<file path="config.mk">
export PLATFORM = sky130hd
export DESIGN_NAME = clk_ratio_gen
export DESIGN_NICKNAME = d
export VERILOG_FILES = /design/src/rtl/clk_ratio_pkg.sv /design/src/rtl/ratio_decode.sv /design/src/rtl/strobe_counter.sv /design/src/rtl/clk_ratio_gen.sv
export SDC_FILE = /design/constraint.sdc
export NUM_CORES = 1
export LEC_CHECK = 0
export ABC_AREA = 1
export BUFFER_PORTS_ARGS = -buffer_cell sky130_fd_sc_hd__buf_2
export CAP_MARGIN = 20
export CORE_ASPECT_RATIO = 0.75
export CORE_MARGIN = 10
export CORE_UTILIZATION = 45
export DETAILED_ROUTE_END_ITERATION = 7
export GPL_TIMING_DRIVEN = 0
export HOLD_SLACK_MARGIN = 0.05
export PLACE_DENSITY_LB_ADDON = 0.2
export SLEW_MARGIN = 20
export SYNTH_ARGS = -nofsm -noshare
export SYNTH_HDL_FRONTEND = slang
export SYNTH_HIERARCHICAL = 1
export SYNTH_SLANG_ARGS = --single-unit
</file>
<file path="constraint.sdc">
create_clock -name clk -period 1.8 [get_ports clk]
set_input_delay 0.45 -clock clk [delete_from_list [all_inputs] [get_ports clk]]
set_output_delay 0.45 -clock clk [all_outputs]
set_load 0.03 [all_outputs]
</file>
<file path="src/rtl/clk_ratio_pkg.sv">
package clk_ratio_pkg;

    localparam int CFG_W      = 32;
    localparam int CPU_LSB    = 25;
    localparam int BUS_LSB    = 20;
    localparam int PER_LSB    = 18;
    localparam int CPU_SEL_W  = 3;
    localparam int BUS_SEL_W  = 3;
    localparam int PER_SEL_W  = 2;
    localparam int MAX_DIV    = 32;
    localparam int PER_MAX    = 8;
    localparam int CNT_W      = $clog2(MAX_DIV);
    localparam int PCNT_W     = $clog2(PER_MAX);

    typedef struct packed {
        logic [CPU_SEL_W-1:0] cpu;
        logic [BUS_SEL_W-1:0] bus;
        logic [PER_SEL_W-1:0] per;
    } ratio_sel_t;

    typedef struct packed {
        logic [CNT_W-1:0]  cpu;
        logic [CNT_W-1:0]  bus;
        logic [PCNT_W-1:0] per;
    } ratio_last_t;

    // terminal count (divisor minus one) for the processor table
    function automatic logic [CNT_W-1:0] cpu_last(input logic [CPU_SEL_W-1:0] s);
        case (s)
            3'd1:    return CNT_W'(1);
            3'd2:    return CNT_W'(3);
            3'd3:    return CNT_W'(7);
            3'd4:    return CNT_W'(15);
            default: return CNT_W'(0);
        endcase
    endfunction

    // terminal count for the system bus table, with ratios 5 and 6
    function automatic logic [CNT_W-1:0] bus_last(input logic [BUS_SEL_W-1:0] s);
        case (s)
            3'd0:    return CNT_W'(0);
            3'd1:    return CNT_W'(1);
            3'd2:    return CNT_W'(3);
            3'd3:    return CNT_W'(4);
            3'd4:    return CNT_W'(5);
            3'd5:    return CNT_W'(7);
            3'd6:    return CNT_W'(15);
            default: return CNT_W'(31);
        endcase
    endfunction

    // peripheral ratio counted in bus strobes: 1, 2, 4, 8
    function automatic logic [PCNT_W-1:0] per_last(input logic [PER_SEL_W-1:0] s);
        return PCNT_W'((1 << s) - 1);
    endfunction

    function automatic ratio_sel_t pick_fields(input logic [CFG_W-1:0] w);
        ratio_sel_t r;
        r.cpu = w[CPU_LSB +: CPU_SEL_W];
        r.bus = w[BUS_LSB +: BUS_SEL_W];
        r.per = w[PER_LSB +: PER_SEL_W];
        return r;
    endfunction

endpackage

</file>
<file path="src/rtl/ratio_decode.sv">
module ratio_decode
    import clk_ratio_pkg::*;
(
    input  ratio_sel_t  sel,
    output ratio_last_t last
);
    always_comb begin
        last.cpu = cpu_last(sel.cpu);
        last.bus = bus_last(sel.bus);
        last.per = per_last(sel.per);
    end
endmodule

</file>
<file path="src/rtl/strobe_counter.sv">
module strobe_counter #(
    parameter int W = 5
) (
    input  logic         clk,
    input  logic         rst,
    input  logic         restart,
    input  logic         adv,
    input  logic [W-1:0] last,
    output logic         at_zero,
    output logic         at_last
);
    logic [W-1:0] cnt_q;

    always_ff @(posedge clk) begin
        if (rst || restart) begin
            cnt_q <= '0;
        end else if (adv) begin
            cnt_q <= (cnt_q == last) ? '0 : cnt_q + W'(1);
        end
    end

    assign at_zero = (cnt_q == '0);
    assign at_last = (cnt_q == last);

    // the count never passes the terminal value of the active ratio
    assert_cnt_in_range_R2: assert property (@(posedge clk) disable iff (rst)
        cnt_q <= last);

endmodule

</file>
<file path="src/rtl/clk_ratio_gen.sv">
module clk_ratio_gen
    import clk_ratio_pkg::*;
#(
    parameter int CW = CFG_W
) (
    input  logic          clk,
    input  logic          rst,
    input  logic [CW-1:0] cfg_word,
    output logic          cpu_en,
    output logic          bus_en,
    output logic          per_en
);
    ratio_sel_t  req_sel;
    ratio_sel_t  act_q;
    ratio_last_t lim;
    logic        pending;
    logic        restart;
    logic        cpu_zero, cpu_end;
    logic        bus_zero, bus_end;
    logic        per_zero, per_end;
    logic        rst_q;

    assign req_sel = pick_fields(CFG_W'(cfg_word));
    assign pending = (req_sel != act_q);
    assign restart = pending && bus_end;

    always_ff @(posedge clk) begin
        if (rst || restart) begin
            act_q <= req_sel;
        end
    end

    always_ff @(posedge clk) begin
        rst_q <= rst;
    end

    ratio_decode u_dec (
        .sel  (act_q),
        .last (lim)
    );

    strobe_counter #(.W(CNT_W)) u_cpu (
        .clk     (clk),
        .rst     (rst),
        .restart (restart),
        .adv     (1'b1),
        .last    (lim.cpu),
        .at_zero (cpu_zero),
        .at_last (cpu_end)
    );

    strobe_counter #(.W(CNT_W)) u_bus (
        .clk     (clk),
        .rst     (rst),
        .restart (restart),
        .adv     (1'b1),
        .last    (lim.bus),
        .at_zero (bus_zero),
        .at_last (bus_end)
    );

    strobe_counter #(.W(PCNT_W)) u_per (
        .clk     (clk),
        .rst     (rst),
        .restart (restart),
        .adv     (bus_zero),
        .last    (lim.per),
        .at_zero (per_zero),
        .at_last (per_end)
    );

    assign cpu_en = !rst && cpu_zero;
    assign bus_en = !rst && bus_zero;
    assign per_en = !rst && bus_zero && per_zero;

    assert_quiet_in_reset_R1: assert property (@(posedge clk)
        rst |-> !(cpu_en || bus_en || per_en));

    assert_aligned_start_R1: assert property (@(posedge clk)
        (!rst && rst_q) |-> (cpu_en && bus_en && per_en));

    assert_cpu_single_pulse_R2: assert property (@(posedge clk) disable iff (rst)
        (cpu_en && !cpu_end && !restart) |=> !cpu_en);

    assert_bus_single_pulse_R3: assert property (@(posedge clk) disable iff (rst)
        (bus_en && !bus_end && !restart) |=> !bus_en);

    assert_per_step_R4: assert property (@(posedge clk) disable iff (rst)
        (bus_en && !per_end && !restart) |=> !per_en);

    assert_bus_held_R5: assert property (@(posedge clk) disable iff (rst)
        (bus_zero && bus_end) |=> bus_en);

    assert_per_subset_R6: assert property (@(posedge clk) disable iff (rst)
        per_en |-> bus_en);

    assert_restart_aligned_R7: assert property (@(posedge clk) disable iff (rst)
        restart |=> (cpu_en && bus_en && per_en));

    assert_no_spurious_reload_R8: assert property (@(posedge clk) disable iff (rst)
        !pending |=> $stable(act_q));

endmodule

</file>
## After elaboration in Yosys (flattened, before gate mapping)

Index checks and enable logic that the tools add are counted.

- Register bits after elaboration: 21
- Output and inout bits: 3
- Word-level logic and storage cells: 40

- Mux-type cells: 3
- Add/subtract/negate cells: 4
- Equal/unequal tests: 14
- Reduce and logical (&&, ||, !) cells: 12
- Shifts and indexed selects: 1

Operators by type and width:

| cell | count |
|---|---|
| case mux 5 bit (7 select lines) | 1 |
| case mux 4 bit (4 select lines) | 1 |
| equality test 3 x 2 -> 1 bit (second input constant) | 4 |
| equality test 3 bit (second input constant) | 4 |
| adder 5 x 1 -> 5 bit (second input constant) | 2 |
| logical NOT 5 bit | 2 |
| != test 8 bit | 1 |
| equality test 3 x 1 -> 1 bit (second input constant) | 2 |
| logical NOT 3 bit | 2 |
| equality test 5 x 4 -> 1 bit | 1 |
| equality test 5 bit | 1 |
| logical AND 1 bit | 4 |
| OR reduction 2 bit | 2 |
| adder 3 x 1 -> 3 bit (second input constant) | 1 |
| equality test 3 bit | 1 |
| 2-to-1 mux 3 bit | 1 |
| left shift 1 x 2 -> 3 bit (first input constant) | 1 |
| subtractor 3 x 2 -> 3 bit (second input constant) | 1 |
| logical NOT 1 bit | 1 |
| logical OR 1 bit | 1 |

## Logic depth before layout (Yosys ltp)

Gate-level depths: netlist (run 1).

- Depth after elaboration: 6
- Gate-level depth with buffers: 13
- Depth with buffers taken out: 13

## Hierarchy

The synthesis (run 1) kept the hierarchy.

By module, submodules not included:

| module | cells each | area an instance (µm²) | times used |
|---|---|---|---|
| strobe_counter (u_bus ...) | 50 | 340.3 | 2 |
| clk_ratio_gen | 53 | 426.7 | 1 |
| strobe_counter (u_per) | 30 | 220.2 | 1 |
| ratio_decode | 31 | 133.9 | 1 |

## Worst setup path before layout (run 1)

OpenSTA, ideal clock, no wires.

- Path kind: register to output
- Start: register u_bus.cnt_q[0]
- End: output port bus_en
- Required time: 1.350 ns
- Slack: -0.031 ns
- Arrival time: 1.381 ns
- Cell stages (with the launch flop): 7
- Path through: dfxtp_1 -> inv_1 -> ha_1 -> nand3_1 -> nor2_1 -> inv_1 -> nor2_1

- Longest elaborated chain between the ends: 2

RTL lines:

| what | line | RTL |
|---|---|---|
| from (decl) | strobe_counter.sv:12 | `logic [W-1:0] cnt_q;` |
| from (signal assigned) | strobe_counter.sv:18 | `cnt_q <= (cnt_q == last) ? '0 : cnt_q + W'(1);` |
| logical NOT 5 bit | strobe_counter.sv:22 | `assign at_zero = (cnt_q == '0);` |
| via bus_zero | clk_ratio_gen.sv:19 | `logic bus_zero, bus_end;` |
| logical AND 1 bit | clk_ratio_gen.sv:73 | `assign bus_en = !rst && bus_zero;` |
| to (decl) | clk_ratio_gen.sv:10 | `output logic bus_en,` |

The timed path passes the listed nets, and every way through them passes these cells.

## Worst setup path in the final report (run 1)

- Start: register u_bus.cnt_q[1]
- End: output port per_en

- Longest elaborated chain between the ends: 3

RTL lines:

| what | line | RTL |
|---|---|---|
| logical NOT 5 bit | strobe_counter.sv:22 |  |
| via bus_zero | clk_ratio_gen.sv:19 |  |
| logical AND 1 bit (2 in a row) | clk_ratio_gen.sv:74 | `assign per_en = !rst && bus_zero && per_zero;` |
| to (decl) | clk_ratio_gen.sv:11 | `output logic per_en` |

The timed path passes the listed nets, and every way through them passes these cells.

==> results of run 1 <==
## area by class of cell
| class | count | area (um2) | area share |
|---|---|---|---|
| clock buffer | 3 | 41.3 | 0.0230 |
| sequential | 21 | 512 | 0.286 |
| buffer | 2 | 11.3 | 0.00628 |
| timing repair buffer | 18 | 124 | 0.0691 |
| inverter | 47 | 176 | 0.0985 |
| clock inverter | 1 | 5.00 | 0.00279 |
| tap | 38 | 47.5 | 0.0265 |
| multi-input combinational | 151 | 875 | 0.488 |
## worst register-to-register path: cells and delay by family, from the launching register on
family        cells  cell delay [ns]
flops             1             0.43
buf+inv           3             0.22
simple gates      9             0.94
## timing repair
action                                  CTS  global route
endpoints found under the setup margin   11            24
endpoints found under the hold margin     0             0
resized for setup                        20            19
pin swaps                                 4             7
setup buffers                             5             1
## layer usage
layer	vias up	routed length, um	part of all wire
li1	680	-	-
met1	504	1450	0.56
met2	14	1060	0.41
met3	0	67	0.026
met4	0	0	0
met5	-	0	0
## registers in the layout, summed over array words and instances, names as in the netlist
| register | count |
|---|---|
| u_bus/cnt_q | 5 |
| act_q | 8 |
| u_per/cnt_q | 3 |
| u_cpu/cnt_q | 5 |
## per-stage QoR
| stage | hold WS (ns) | cells | setup slack, ns | total power, mW |
|---|---|---|---|---|
| 2_1_floorplan | 0.516 | 221 | 0.0648 | 0.855 |
| 3_3_place_gp | 0.553 | 271 | -0.110 | 0.930 |
| 3_5_place_dp | 0.548 | 271 | -0.142 | 0.938 |
| 4_1_cts | 0.378 | 280 | -0.0230 | 1.31 |
| 5_1_grt | 0.383 | 281 | -0.0108 | 1.43 |
| 6_report | 0.385 | 281 | 0.0712 | 1.33 |
## worst min-delay path by stage
| stage | startpoint | slack [ns] | endpoint |
|---|---|---|---|
| floorplan | u_bus/cnt_q[3] | 0.52 | u_bus/cnt_q[3] |
| global placement | u_cpu/cnt_q[3] | 0.55 | u_cpu/cnt_q[3] |
| detailed placement | u_bus/cnt_q[3] | 0.55 | u_bus/cnt_q[3] |
| CTS | cfg_word[26] | 0.38 | act_q[6] |
| global route | cfg_word[26] | 0.38 | act_q[6] |
| finish | cfg_word[26] | 0.39 | act_q[6] |
## cells in the final DEF (no fill, tap or decap), types with 3 or more instances in the layout
cell type and instances:
mux2i_1 3, buf_2 9, inv_2 11, clkbuf_8 3, conb_1 11, nand2_1 52, xor2_1 7, dfxtp_1 8
inv_1 36, nand4_1 4, edfxtp_1 8, nor2_2 6, dfxtp_2 3, xnor2_1 9, buf_4 7, ha_1 4
nand2_2 10, nor2_1 26, buf_6 3
## power breakdown
group / switching, mW / internal, mW
Sequential: 0.0421 / 0.539
Clock: 0.156 / 0.154
Combinational: 0.237 / 0.198
==> metrics.txt, run 1 <==
die width 85.5 um; Peak VDD IR 0.457 mV; CTS sink count 21; root buffer cell clkbuf_8; cts bufs inserted 3; Tcrit/Tclk final 0.960; Max Clock Skew 0.00458 ns; # H-tree levels 1; Post-Syn Instances 212; FMAX 578 MHz; outcome finished clean; crit path from u_bus/cnt_q[1]; Hold WC Path Type in2reg; syn avg cell area 6.83 um2; min cycle time layout 1.73 ns; crit path to per_en; Initial Util 0.479; buffers and inverters on the worst path 2; Area after DPL 1590 um2; GR peak layer met1; Yosys Warn Count 6; final setup violation count 0; fillcell total 285; CP top delay family simple AND/OR/NAND/NOR gates; vias in the first global route 1088; Worst Path Arrival 1.28 ns; CP endpoint kind primary output; # rows 17; Clock Path Buffers 2; CTS tree yes; core area 3020 um2; Routed wire per std cell 9.18 um; M3 GR Usage 0.0222; Crit Path Category reg2out; number of I/O port buffers 12; Worst path max stage delay 0.33 ns; crit path cell chain inv_2, ha_4, nand3_4, nor2_4, and3_4, buf_6; Die Area 5910 um2; drc violations 0; P per Cell Area 740 nW/um2; Layout Nets 284; Startpoint Class flip-flop; clock slew at reported path FFs 0.08 ns; Die Y 69.1 um; layout cells sized above 1 0.276; drt via density 4.26; Layout area overhead 23.8%; R2R Path Start act_q[4]; met1 Use GR 0.131; total global-route track usage 0.0893; routability cong. 0.760; Post-Syn Area 1450 um2; CTS Hold Bufs 0; first-pass GRT wire length 4630 um; antenna violations before repair 0; n_diodes 0; I/O pins 37; Iteration-0 DRC Markers 56; Crit Reg-Reg Endpoint u_bus/cnt_q[2]; total via count after detailed routing 1198; largest net degree at the start of global routing 13; Non-Filler Cell Area, Final 1790 um2; Slew Viols, Final 0; cell depth of the worst hold path 1; worst endpoint required time 1.35 ns; Congestion Overflow GR 0; largest fanout on the critical path 3; Routed WL 2580 um; slowest cell on the critical path dfxtp_2; leakage 0.945 nW; register-to-register path setup slack 0.15 ns; count of final hold-check violations 0; post-layout util 0.593; max-cap viol count 0; R2R depth 12; drt first pass iters 4; met2 Track Usage GR 0.124; post-route ant nets 0; Skew-Pair Late Insertion Delay 0.26 ns; RSZ-0062 raised after global routing yes; HPWL after detailed placement 2000 um; total negative slack 0 ns; Stages on worst setup path 6
Note: power is estimated with default switching activity, not from simulation.
==> run 2: changes to the inputs <==
CORE_UTILIZATION = 53   (was 45)
HOLD_SLACK_MARGIN = not set   (was 0.05)
==> metrics.txt, run 2 (synthesis results as in run 1) <==
outcome finished clean; slowest cell on the critical path dfxtp_4; RSZ-0062 raised after global routing yes; CTS Hold Bufs 0; core area 2600 um2; Skew-Pair Late Insertion Delay 0.31 ns; Layout area overhead 24.4%; Startpoint Class flip-flop; # H-tree levels 1; Worst Path Arrival 1.34 ns; clock slew at reported path FFs 0.12 ns; total global-route track usage 0.104; commonest non-fill, non-tap cell in the layout nand2_1; CTS tree yes; Area after DPL 1590 um2; Hold WC Path Type in2reg; Layout Nets 288; antenna violations before repair 0; count of final hold-check violations 0; FMAX 559 MHz; crit path from u_bus/cnt_q[0]; routability cong. 0.788; # rows 16; number of I/O port buffers 12; largest fanout on the critical path 3; Congestion Overflow GR 0; layout cells sized above 1 0.296; Slew Viols, Final 0; fillcell total 236; cts bufs inserted 3; Top Registers act_q (8), u_bus/cnt_q (5), u_cpu/cnt_q (5); max-cap viol count 0; CP endpoint kind primary output; n_diodes 0; Non-Filler Cell Area, Final 1800 um2; Tcrit/Tclk final 0.994; total via count after detailed routing 1224; leakage 0.953 nW; drt first pass iters 4; post-route ant nets 0; Die Area 5240 um2; R2R Path Start act_q[2]; Peak VDD IR 0.532 mV; HPWL after detailed placement 1970 um; worst min-delay path startpoint cfg_word[26]; buffers and inverters on the worst path 2; crit path cell chain inv_4, ha_4, nand3_4, nor2_4, and3_4, buf_6; min cycle time layout 1.79 ns; max reg flops 8; Routed WL 2720 um; register-to-register path setup slack 0.07 ns; I/O pins 37; Clock Path Buffers 2; Crit Path Category reg2out; most frequent cells in the layout 52 x nand2_1, 34 x inv_1, 26 x nor2_1, 12 x inv_2, 12 x buf_4; worst endpoint required time 1.35 ns; final setup violation count 0; Routed wire per std cell 9.59 um; Worst path max stage delay 0.37 ns; post-layout util 0.692; Max Clock Skew 0.00848 ns; P per Cell Area 700 nW/um2; root buffer cell clkbuf_4; CTS sink count 21; CP top delay family flip-flops; Initial Util 0.556; die width 80.3 um; Final Power 1.26 mW; largest reg by FF count act_q; drt via density 4.33; drc violations 0; first-pass GRT wire length 4500 um; vias in the first global route 1061; Die Y 65.3 um; Iteration-0 DRC Markers 49; largest net degree at the start of global routing 12
==> run 2: cell count changes in the layout (fill, tap and decap cells not counted), moves of 2 or more <==
| cell | previous run | this run |
|---|---|---|
| clkbuf_8 | 3 | 0 |
| clkbuf_4 | 0 | 3 |
| buf_4 | 7 | 12 |
| inv_1 | 36 | 34 |
==> run 2: per-layer routing <==
| layer | GRT usage | wire length [um] |
|---|---|---|
| met3 | 0.0394 | 144 |
| met5 | 0 | 0 |
| met4 | 0.0175 | 12 |
| met1 | 0.133 | 1360 |
| met2 | 0.165 | 1200 |
==> run 2: final cells by class <==
cell class,instances,area (um2),share of cell area
flip-flops and latches,21,513,0.285
plain buffers,2,11.3,0.00625
well taps,36,45.0,0.0250
multi-input cells,151,876,0.486
repair buffers,22,150,0.0834
inverters,47,179,0.0994
clock buffers,4,26.3,0.0146
==> run 2: power breakdown <==
part / internal [mW] / leakage (nW) / switching, mW
sequential: 0.541 / 0.187 / 0.0441
clock: 0.0865 / 0.0150 / 0.149
combinational: 0.201 / 0.751 / 0.238
==> run 2: worst paths after layout <==
path / end / cells past startpoint
max: per_en / 6
min: act_q[6] / 1
max reg2reg: act_q[3] / 10
min reg2reg: u_per/cnt_q[1] / 2
==> run 2: metrics by stage <==
step / cells / hold WS (ns) / setup slack [ns] / TNS [ns]
6_report: 283 / 0.339 / 0.0110 / 0
5_1_grt: 283 / 0.329 / -0.0608 / -0.638
4_1_cts: 278 / 0.331 / -0.0267 / -0.123
3_5_place_dp: 269 / 0.541 / -0.119 / -1.13
3_3_place_gp: 269 / 0.548 / -0.0699 / -0.488
2_1_floorplan: 221 / 0.516 / 0.0648 / 0
==> run 2: worst reg2reg max path: cells and delay by family (launching register included) <==
kind            cells  cell delay (ns)
compound gates      1             0.12
buf+inv             2             0.18
flops               1             0.45
simple gates        7             0.69
==> run 2: repair_timing <==
action | 4_1_cts | 5_1_grt
cloned | 0 | 0
pin swaps | 4 | 11
resized for setup | 22 | 19
setup endpoints to repair | 11 | 24
buffers inserted | 5 | 5
endpoints found under the hold margin | 0 | 0
==> run 3: changes to the inputs <==
ABC_AREA = not set   (was 1)
==> metrics.txt, run 3 <==
leakage 0.804 nW; largest fanout on the critical path 8; Top Registers act_q (8), u_bus/cnt_q (5), u_cpu/cnt_q (5); Final Power 2.08 mW; Clock Path Buffers 2; CP endpoint kind flip-flop; CTS Hold Bufs 0; antenna violations before repair 0; first-pass GRT wire length 5310 um; FMAX 468 MHz; commonest non-fill, non-tap cell in the layout buf_4; n_diodes 0; failing checks negative setup slack; Area after DPL 1620 um2; Initial Util 0.558; cell depth of the worst hold path 1; Post-Syn Instances 150; Startpoint Class flip-flop; R2R Path Start act_q[2]; drt via density 5.67; Routed WL 3280 um; Yosys Warn Count 6; Post-Syn Area 1460 um2; Congestion Overflow GR 0; # H-tree levels 1; fillcell total 180; clock slew at reported path FFs 0.08 ns; R2R depth 8; Crit Reg-Reg Endpoint u_bus/cnt_q[1]; Cells after DPL 201; Layout Nets 228; final setup violation count 23; root buffer cell clkbuf_8; largest net degree at the start of global routing 14; routability cong. 0.871; Peak VDD IR 0.705 mV; largest reg by FF count act_q; Max Clock Skew 0.00595 ns; count of final hold-check violations 0; drt first pass iters 4; max-cap viol count 0; cts bufs inserted 3; Die Y 65.5 um; final cell count without fillers 223; Iteration-0 DRC Markers 71; min cycle time layout 2.14 ns; total global-route track usage 0.124; CTS tree yes; post-route ant nets 0; most frequent cells in the layout 19 x buf_4, 16 x xor2_1, 11 x buf_2, 11 x nand3_1; Layout area overhead 34.2%; core area 2620 um2; RSZ-0062 raised after global routing yes; P per Cell Area 1060 nW/um2; Worst Path Arrival 2.28 ns; Routed wire per std cell 14.7 um; register-to-register path setup slack -0.34 ns; I/O pins 37; Hold Path End act_q[2]; worst endpoint required time 1.94 ns; total via count after detailed routing 1265; Tcrit/Tclk final 1.19; Non-Filler Cell Area, Final 1960 um2; PnR worst setup slack -0.338 ns; syn avg cell area 9.75 um2; max reg flops 8; vias in the first global route 1187; Skew-Pair Late Insertion Delay 0.26 ns; HPWL after detailed placement 2190 um; CTS sink count 21; # rows 16; Die Area 5280 um2; worst min-delay path startpoint cfg_word[20]; die width 80.7 um; Slew Viols, Final 0; total negative slack -6.89 ns; number of I/O port buffers 12; Hold WC Path Type in2reg; outcome finished with violations; Crit Path Category reg2reg; layout cells sized above 1 0.406; drc violations 0
run 3: final cells by class:
type	instances	area [um2]	area share
timing repair buffer	30	214	0.109
clock inverter	1	7.51	0.00382
multi-input combinational	122	1090	0.556
clock buffer	3	41.3	0.0210
tap	36	45.0	0.0229
inverter	6	25.0	0.0127
buffer	4	21.3	0.0108
sequential	21	517	0.263
run 3: worst max-delay path by stage:
stage,start,endpoint,slack [ns]
after floorplan,act_q[2],act_q[0],-0.17
after CTS,act_q[3],act_q[1],-0.28
final,act_q[2],u_bus/cnt_q[1],-0.34
after detailed placement,act_q[3],act_q[7],-0.45
after global placement,act_q[2],act_q[6],-0.40
after global routing,act_q[2],u_cpu/cnt_q[1],-0.48
run 3: power by group:
part / internal, mW / total [mW] / switching, mW
Sequential: 0.598 / 0.696 / 0.0977
Clock: 0.156 / 0.318 / 0.161
Combinational: 0.533 / 1.06 / 0.531
Total: 1.29 / 2.08 / 0.790
run 3: worst max-delay path, cell delays in order, from the launching register on:
cell,delay [ns]
edfxtp_1,0.47
a21o_1,0.24
xor2_2,0.16
nor3_2,0.22
nor3b_2,0.19
a21boi_4,0.31
nand4bb_4,0.21
o21bai_4,0.12
o211ai_1,0.09
run 3: metrics by stage:
stage / utilization / hold slack (ns) / setup WS (ns)
floorplan: - / 0.503 / -0.174
global placement: 0.618 / 0.527 / -0.397
detailed placement: 0.618 / 0.536 / -0.451
CTS: 0.704 / 0.372 / -0.283
global route: 0.749 / 0.370 / -0.481
finish: 0.749 / 0.379 / -0.338
run 3: per-layer routing:
metal | vias up | global-route usage | wire (um)
li1 | 609 | - | -
met2 | 28 | 0.204 | 1620
met3 | 4 | 0.0394 | 151
met5 | - | 0 | 0
met4 | 0 | 0.0409 | 31
met1 | 624 | 0.150 | 1480
run 3: what timing repair did:
action | 4_1_cts | 5_1_grt
setup endpoints to repair | 24 | 24
gates resized for setup | 25 | 15
buffers inserted | 12 | 6
pin swaps | 5 | 8
